## src/rtl/gpio_alt_pkg.sv

```systemverilog
package gpio_alt_pkg;
    typedef enum logic [1:0] {
        PM_INPUT     = 2'd0,
        PM_OUTPUT    = 2'd1,
        PM_ANALOG    = 2'd2,
        PM_TIMER_CLK = 2'd3
    } pin_mode_e;
endpackage

```

## src/rtl/gpio_pad_sync.sv

```systemverilog
module gpio_pad_sync #(
    parameter int W      = 7,
    parameter int STAGES = 2
) (
    input  logic         clk,
    input  logic         rst_n,
    input  logic [W-1:0] din,
    output logic [W-1:0] dout
);
    logic [W-1:0] stg [STAGES];

    generate
        for (genvar s = 0; s < STAGES; s++) begin : g_stage
            if (s == 0) begin : g_first
                always_ff @(posedge clk or negedge rst_n) begin
                    if (!rst_n) stg[0] <= '0;
                    else        stg[0] <= din;
                end
            end else begin : g_next
                always_ff @(posedge clk or negedge rst_n) begin
                    if (!rst_n) stg[s] <= '0;
                    else        stg[s] <= stg[s-1];
                end
            end
        end
    endgenerate

    assign dout = stg[STAGES-1];
endmodule

```

## src/rtl/gpio_reg_bank.sv

```systemverilog
module gpio_reg_bank #(
    parameter int PORT_W = 7
) (
    input  logic              clk,
    input  logic              rst_n,
    input  logic              wr_lat,
    input  logic              wr_dir,
    input  logic [PORT_W-1:0] wdata,
    output logic [PORT_W-1:0] lat_q,
    output logic [PORT_W-1:0] dir_q
);
    // Output latch: deliberately without reset
    always_ff @(posedge clk) begin
        if (wr_lat) lat_q <= wdata;
    end

    always_ff @(posedge clk or negedge rst_n) begin
        if (!rst_n)      dir_q <= '0;
        else if (wr_dir) dir_q <= wdata;
    end
endmodule

```

## src/rtl/gpio_pin_mode.sv

```systemverilog
module gpio_pin_mode
    import gpio_alt_pkg::*;
#(
    parameter int PIN_IDX  = 0,
    parameter int CH_W     = 5,
    parameter int CH_BASE  = 8,
    parameter int TCLK_PIN = 6
) (
    input  logic            dir,
    input  logic            lat,
    input  logic            sync_in,
    input  logic [CH_W-1:0] adc_ch,
    input  logic            tclk_sel,
    output pin_mode_e       mode,
    output logic            oe,
    output logic            rd
);
    localparam logic [CH_W-1:0] MY_CH = CH_W'(CH_BASE + PIN_IDX);
    localparam bit IS_TCLK = (PIN_IDX == TCLK_PIN);

    logic adc_hit;
    logic tmr_hit;

    assign adc_hit = (adc_ch == MY_CH);
    assign tmr_hit = IS_TCLK && tclk_sel;

    // Mode decode, priority: timer clock, analog, output, input
    always_comb begin
        if (tmr_hit)      mode = PM_TIMER_CLK;
        else if (adc_hit) mode = PM_ANALOG;
        else if (dir)     mode = PM_OUTPUT;
        else              mode = PM_INPUT;
    end

    // Outputs per mode; read depends on direction bit in every mode
    always_comb begin
        oe = 1'b0;
        rd = 1'b0;
        unique case (mode)
            PM_OUTPUT: begin
                oe = 1'b1;
                rd = lat;
            end
            PM_INPUT: begin
                rd = sync_in;
            end
            PM_ANALOG: begin
                rd = dir ? lat : 1'b0;
            end
            PM_TIMER_CLK: begin
                rd = dir ? lat : (adc_hit ? 1'b0 : sync_in);
            end
            default: begin
                oe = 1'b0;
                rd = 1'b0;
            end
        endcase
    end
endmodule

```

## src/rtl/gpio_alt_port.sv

```systemverilog
module gpio_alt_port
    import gpio_alt_pkg::*;
#(
    parameter int PORT_W      = 7,
    parameter int DATA_W      = 8,
    parameter int ADDR_W      = 1,
    parameter int CH_W        = 5,
    parameter int CH_BASE     = 8,
    parameter int TCLK_PIN    = 6,
    parameter int SYNC_STAGES = 2
) (
    input  logic              clk,
    input  logic              rst_n,
    input  logic              bus_sel,
    input  logic              bus_wr,
    input  logic [ADDR_W-1:0] bus_addr,
    input  logic [DATA_W-1:0] bus_wdata,
    output logic [DATA_W-1:0] bus_rdata,
    input  logic [PORT_W-1:0] pad_in,
    output logic [PORT_W-1:0] pad_out,
    output logic [PORT_W-1:0] pad_oe,
    input  logic [CH_W-1:0]   adc_ch,
    input  logic              tclk_sel,
    output logic              tmr_ext_clk
);
    localparam logic [ADDR_W-1:0] OFF_LAT = ADDR_W'(0);
    localparam logic [ADDR_W-1:0] OFF_DIR = ADDR_W'(1);

    logic [PORT_W-1:0] lat_q;
    logic [PORT_W-1:0] dir_q;
    logic [PORT_W-1:0] sync_q;
    logic [PORT_W-1:0] rd_vec;
    logic              wr_lat;
    logic              wr_dir;
    pin_mode_e         mode_vec [PORT_W];

    assign wr_lat = bus_sel && bus_wr && (bus_addr == OFF_LAT);
    assign wr_dir = bus_sel && bus_wr && (bus_addr == OFF_DIR);

    gpio_reg_bank #(.PORT_W(PORT_W)) u_regs (
        .clk    (clk),
        .rst_n  (rst_n),
        .wr_lat (wr_lat),
        .wr_dir (wr_dir),
        .wdata  (bus_wdata[PORT_W-1:0]),
        .lat_q  (lat_q),
        .dir_q  (dir_q)
    );

    gpio_pad_sync #(.W(PORT_W), .STAGES(SYNC_STAGES)) u_sync (
        .clk   (clk),
        .rst_n (rst_n),
        .din   (pad_in),
        .dout  (sync_q)
    );

    generate
        for (genvar p = 0; p < PORT_W; p++) begin : g_pin
            gpio_pin_mode #(
                .PIN_IDX  (p),
                .CH_W     (CH_W),
                .CH_BASE  (CH_BASE),
                .TCLK_PIN (TCLK_PIN)
            ) u_mode (
                .dir      (dir_q[p]),
                .lat      (lat_q[p]),
                .sync_in  (sync_q[p]),
                .adc_ch   (adc_ch),
                .tclk_sel (tclk_sel),
                .mode     (mode_vec[p]),
                .oe       (pad_oe[p]),
                .rd       (rd_vec[p])
            );

            AST_OE_NEEDS_DIR: assert property (@(posedge clk) disable iff (!rst_n)
                pad_oe[p] |-> dir_q[p]);

            AST_ADC_INPUT_READS_ZERO: assert property (@(posedge clk) disable iff (!rst_n)
                (bus_sel && bus_addr == OFF_LAT && adc_ch == CH_W'(CH_BASE + p) && !dir_q[p])
                |-> !bus_rdata[p]);

            AST_ADC_RELEASES_PIN: assert property (@(posedge clk) disable iff (!rst_n)
                (adc_ch == CH_W'(CH_BASE + p)) |-> !pad_oe[p]);
        end
    endgenerate

    assign pad_out     = lat_q;
    assign tmr_ext_clk = tclk_sel & pad_in[TCLK_PIN];

    always_comb begin
        bus_rdata = '0;
        if (bus_sel) begin
            if (bus_addr == OFF_LAT)      bus_rdata = DATA_W'(rd_vec);
            else if (bus_addr == OFF_DIR) bus_rdata = DATA_W'(dir_q);
        end
    end

    AST_TCLK_RELEASES_PIN: assert property (@(posedge clk) disable iff (!rst_n)
        tclk_sel |-> !pad_oe[TCLK_PIN]);

    AST_LAT_WRITE_LANDS: assert property (@(posedge clk) disable iff (!rst_n)
        wr_lat |=> (pad_out == $past(bus_wdata[PORT_W-1:0])));

    AST_DIR_CLEAR_AFTER_RESET: assert property (@(posedge clk) disable iff (!rst_n)
        $rose(rst_n) |-> (pad_oe == '0));
endmodule

```

## config.mk

```make
export PLATFORM = sky130hd
export DESIGN_NAME = gpio_alt_port
export DESIGN_NICKNAME = d
export VERILOG_FILES = /design/src/rtl/gpio_alt_pkg.sv /design/src/rtl/gpio_pad_sync.sv /design/src/rtl/gpio_reg_bank.sv /design/src/rtl/gpio_pin_mode.sv /design/src/rtl/gpio_alt_port.sv
export SDC_FILE = /design/constraint.sdc
export NUM_CORES = 1
export LEC_CHECK = 0
export CAP_MARGIN = 20
export CORE_MARGIN = 2
export CORE_UTILIZATION = 39
export CTS_CLUSTER_SIZE = 24
export DETAILED_ROUTE_END_ITERATION = 10
export GPL_TIMING_DRIVEN = 0
export HOLD_SLACK_MARGIN = 0.12
export PLACE_DENSITY = 0.76
export SYNTH_ARGS = -nofsm -noshare
export SYNTH_HDL_FRONTEND = slang
export SYNTH_SLANG_ARGS = --single-unit
export TNS_END_PERCENT = 100
```

## constraint.sdc

```tcl
create_clock -name clk -period 2 [get_ports clk]
set_clock_uncertainty 0.15 [all_clocks]
set_input_delay 0.6 -clock clk [delete_from_list [all_inputs] [get_ports clk]]
set_output_delay 0.6 -clock clk [all_outputs]
set_load 0.01 [all_outputs]
```

==> impl_metrics.yaml <==
status:
  status: "complete, but fails checks"
  violations: "setup timing"
yosys:
  synth_top_family_by_area: "simple AND/OR/NAND/NOR gates"
  synthesis.nets: 124
  synth_mux_area_frac: 0.0624
  yosys_warnings: 0
  synthSimpleGateAreaFrac: 0.131
  synthAdderAreaFrac: 0
  postSynthCellCount: 98
  synth_compound_area_frac: 0.0961
  synth_seq_cells: 28
  ys_types: 22
  netlist_area_um2: 1260
  syn_area_per_cell_um2: 12.9
  synth_xor_area_frac: 0
  seq_area_frac_synth: 0.583
die:
  die_h_um: 60.9
  start_util: 0.410
  num_rows: 20
  die_w_um: 60.9
  dieArea_um2: 3710
  fp.coreArea_um2: 3080
  io_pins: 49
placed_design:
  gp_congestion: 0.733
  io_buffers: 44
  dpl.hpwl_mm: 1.96
  place_ws_ps: -1120
worst_setup_path:
  setup.worst_path.start_class: "input port"
  slowest_delay_ps: 460
  crit_arrival_ps: 1570
  crit_path_end_kind: "output pin"
  slowest_stage: "or3b_4"
  crit_buf_inv: 2
  worstPathCellList: "buf_6, or3b_4, nor3_4, o41ai_2, buf_2"
  r2r_slack_ps: 1010
  cp_top_family: "simple AND/OR/NAND/NOR gates"
  path_class: "in2out"
  path_max_fanout: 4
  crit_required_ps: 1250
detailed_routing:
  first_iter_violations: 26
  via_per_inst: 4.65
  routed_wl_mm: 2.69
  drc: 0
  final_antenna_net_count: 0
  dr.pass1.iters: 4
  routedWlPerCell_um: 14.2
  vias: 879
sta:
  holdWs_ps: 216
  max_freq_mhz: 431
  maxSlewViolCount: 0
  hold_viol_final: 0
  worst_slew_pin_slew_ps: 903
  setup_viol: 14
  rsz0062_at_grt: "true"
  worst_slack_ps: -319
  min_period_ps: 2320
  relSlewSlack: 0.396
  post-route-period-util: 1.16
clock_network:
  clock_latency_ps: 340
  root_buffer: "clkbuf_4"
  cts_made_buffers: 3
  cts_tree: "yes"
  clk_path_buf_depth: 2
  htree_levels: 1
  clkTransAtPathRegs_ps: 150
  cts_sinks: 28
flow_run:
  cap_violations: 0
cells_and_area:
  layout_common_cells: "dfrtp_1 (21), buf_4 (15), clkdlybuf4s50_1 (15), buf_6 (13), buf_2 (9)"
  n_fill_cell: 258
  register_area_um2: 736
  antenna_cells: 0
  drive_gt1_frac: 0.503
  nets: 172
  area_growth_syn_to_layout_pct: 50.9
  mostFrequentLayoutCell: "dfrtp_1"
  multi_input_area_um2: 512
worst_hold_path:
  min_path_type: "reg2reg"
grt:
  grt_max_degree: 22
  grt_pass1_vias: 931
  grt-ovfl-total: 0
  grt_pass1_wl_mm: 4.15
  antenna_found_initial: 0
  grt_use_total: 0.156
power:
  power_mw: 1.38
  ir_drop_v: 0.000416
  cellPowerDensity_nw_per_um2: 725
  leakage_nw: 0.852
==> registers in the layout, indices dropped and copies added, names as in the netlist <==
name / count
u_regs.dir_q: 7
u_regs.lat_q: 7
u_sync.dout: 7
u_sync.stg: 7
==> final cells by class <==
| class | count | area share |
|---|---|---|
| buffer | 10 | 0.0414 |
| multi-input combinational | 46 | 0.269 |
| tap | 44 | 0.0289 |
| clock buffer | 3 | 0.0118 |
| clock inverter | 1 | 0.0158 |
| timing repair buffer | 50 | 0.234 |
| sequential | 28 | 0.386 |
| inverter | 7 | 0.0138 |
==> synth_stat cells <==
library cell,number,area (µm²)
dfrtp_1,21,526
buf_4,16,120
edfxtp_1,7,210
inv_1,7,26.3
mux2_2,7,78.8
o211ai_1,7,52.6
nor2_1,6,22.5
nor2b_1,6,37.5
o41ai_1,6,52.6
nand2_1,2,7.51
nand2b_1,2,12.5
and2_1,1,6.26
buf_6,1,11.3
conb_1,1,3.75
nand2b_4,1,13.8
nand3_4,1,17.5
nand3b_1,1,7.51
nor3_1,1,5.00
nor3_4,1,16.3
nor3b_1,1,7.51
o41ai_2,1,16.3
or3b_4,1,11.3
==> cell families (layout without fill, tap and decap cells) <==
kind of cell	after synthesis	after routing
AOI/OAI and AO/OA	14	14
buffers and inverters	24	71
DFF	28	28
muxes	7	7
other	1	1
and+or+nand+nor	24	24
==> layer usage <==
metal,vias up,GRT usage,routed length (µm)
met5,-,0,0
met4,0,0.0652,46
met3,5,0.0171,132
met2,33,0.263,1400
met1,421,0.204,1110
li1,420,-,-
==> power by group <==
group	internal, mW	total [mW]	switching, mW
logic	0.195	0.330	0.135
clock network	0.203	0.376	0.173
registers	0.634	0.675	0.0410
total	1.03	1.38	0.349
==> repair_timing <==
item / CTS / global route
setup endpoints to repair: 22 / 14
hold buffers: 0 / 0
setup buffers: 5 / 1
pin swaps: 12 / 8
resized for setup: 113 / 9
endpoints found under the hold margin: 0 / 0
==> final timing paths <==
kind                                       from              end  cells after the start
worst max-delay path                  adc_ch[2]     bus_rdata[0]                      5
worst min-delay path              u_sync.stg[9]   u_sync.dout[2]                      0
worst max register to register  u_regs.dir_q[2]  u_regs.dir_q[2]                      1
worst min register to register    u_sync.stg[9]   u_sync.dout[2]                      0
max in group asynchronous                 rst_n    u_sync.stg[8]                      1
min in group asynchronous                 rst_n   u_sync.stg[11]                      1
==> through the flow <==
| step | utilization | instance area [µm²] | cells | TNS [ps] |
|---|---|---|---|---|
| 5_1_grt | 0.619 | 1910 | 189 | -3770 |
| 3_5_place_dp | 0.592 | 1820 | 186 | -16610 |
| 4_1_cts | 0.609 | 1880 | 188 | -3350 |
| 3_3_place_gp | 0.592 | 1820 | 186 | -16220 |
| 2_1_floorplan | - | 1330 | 98 | -570 |
| 6_report | 0.619 | 1910 | 189 | -3180 |
(Power assumes the default switching activity.)
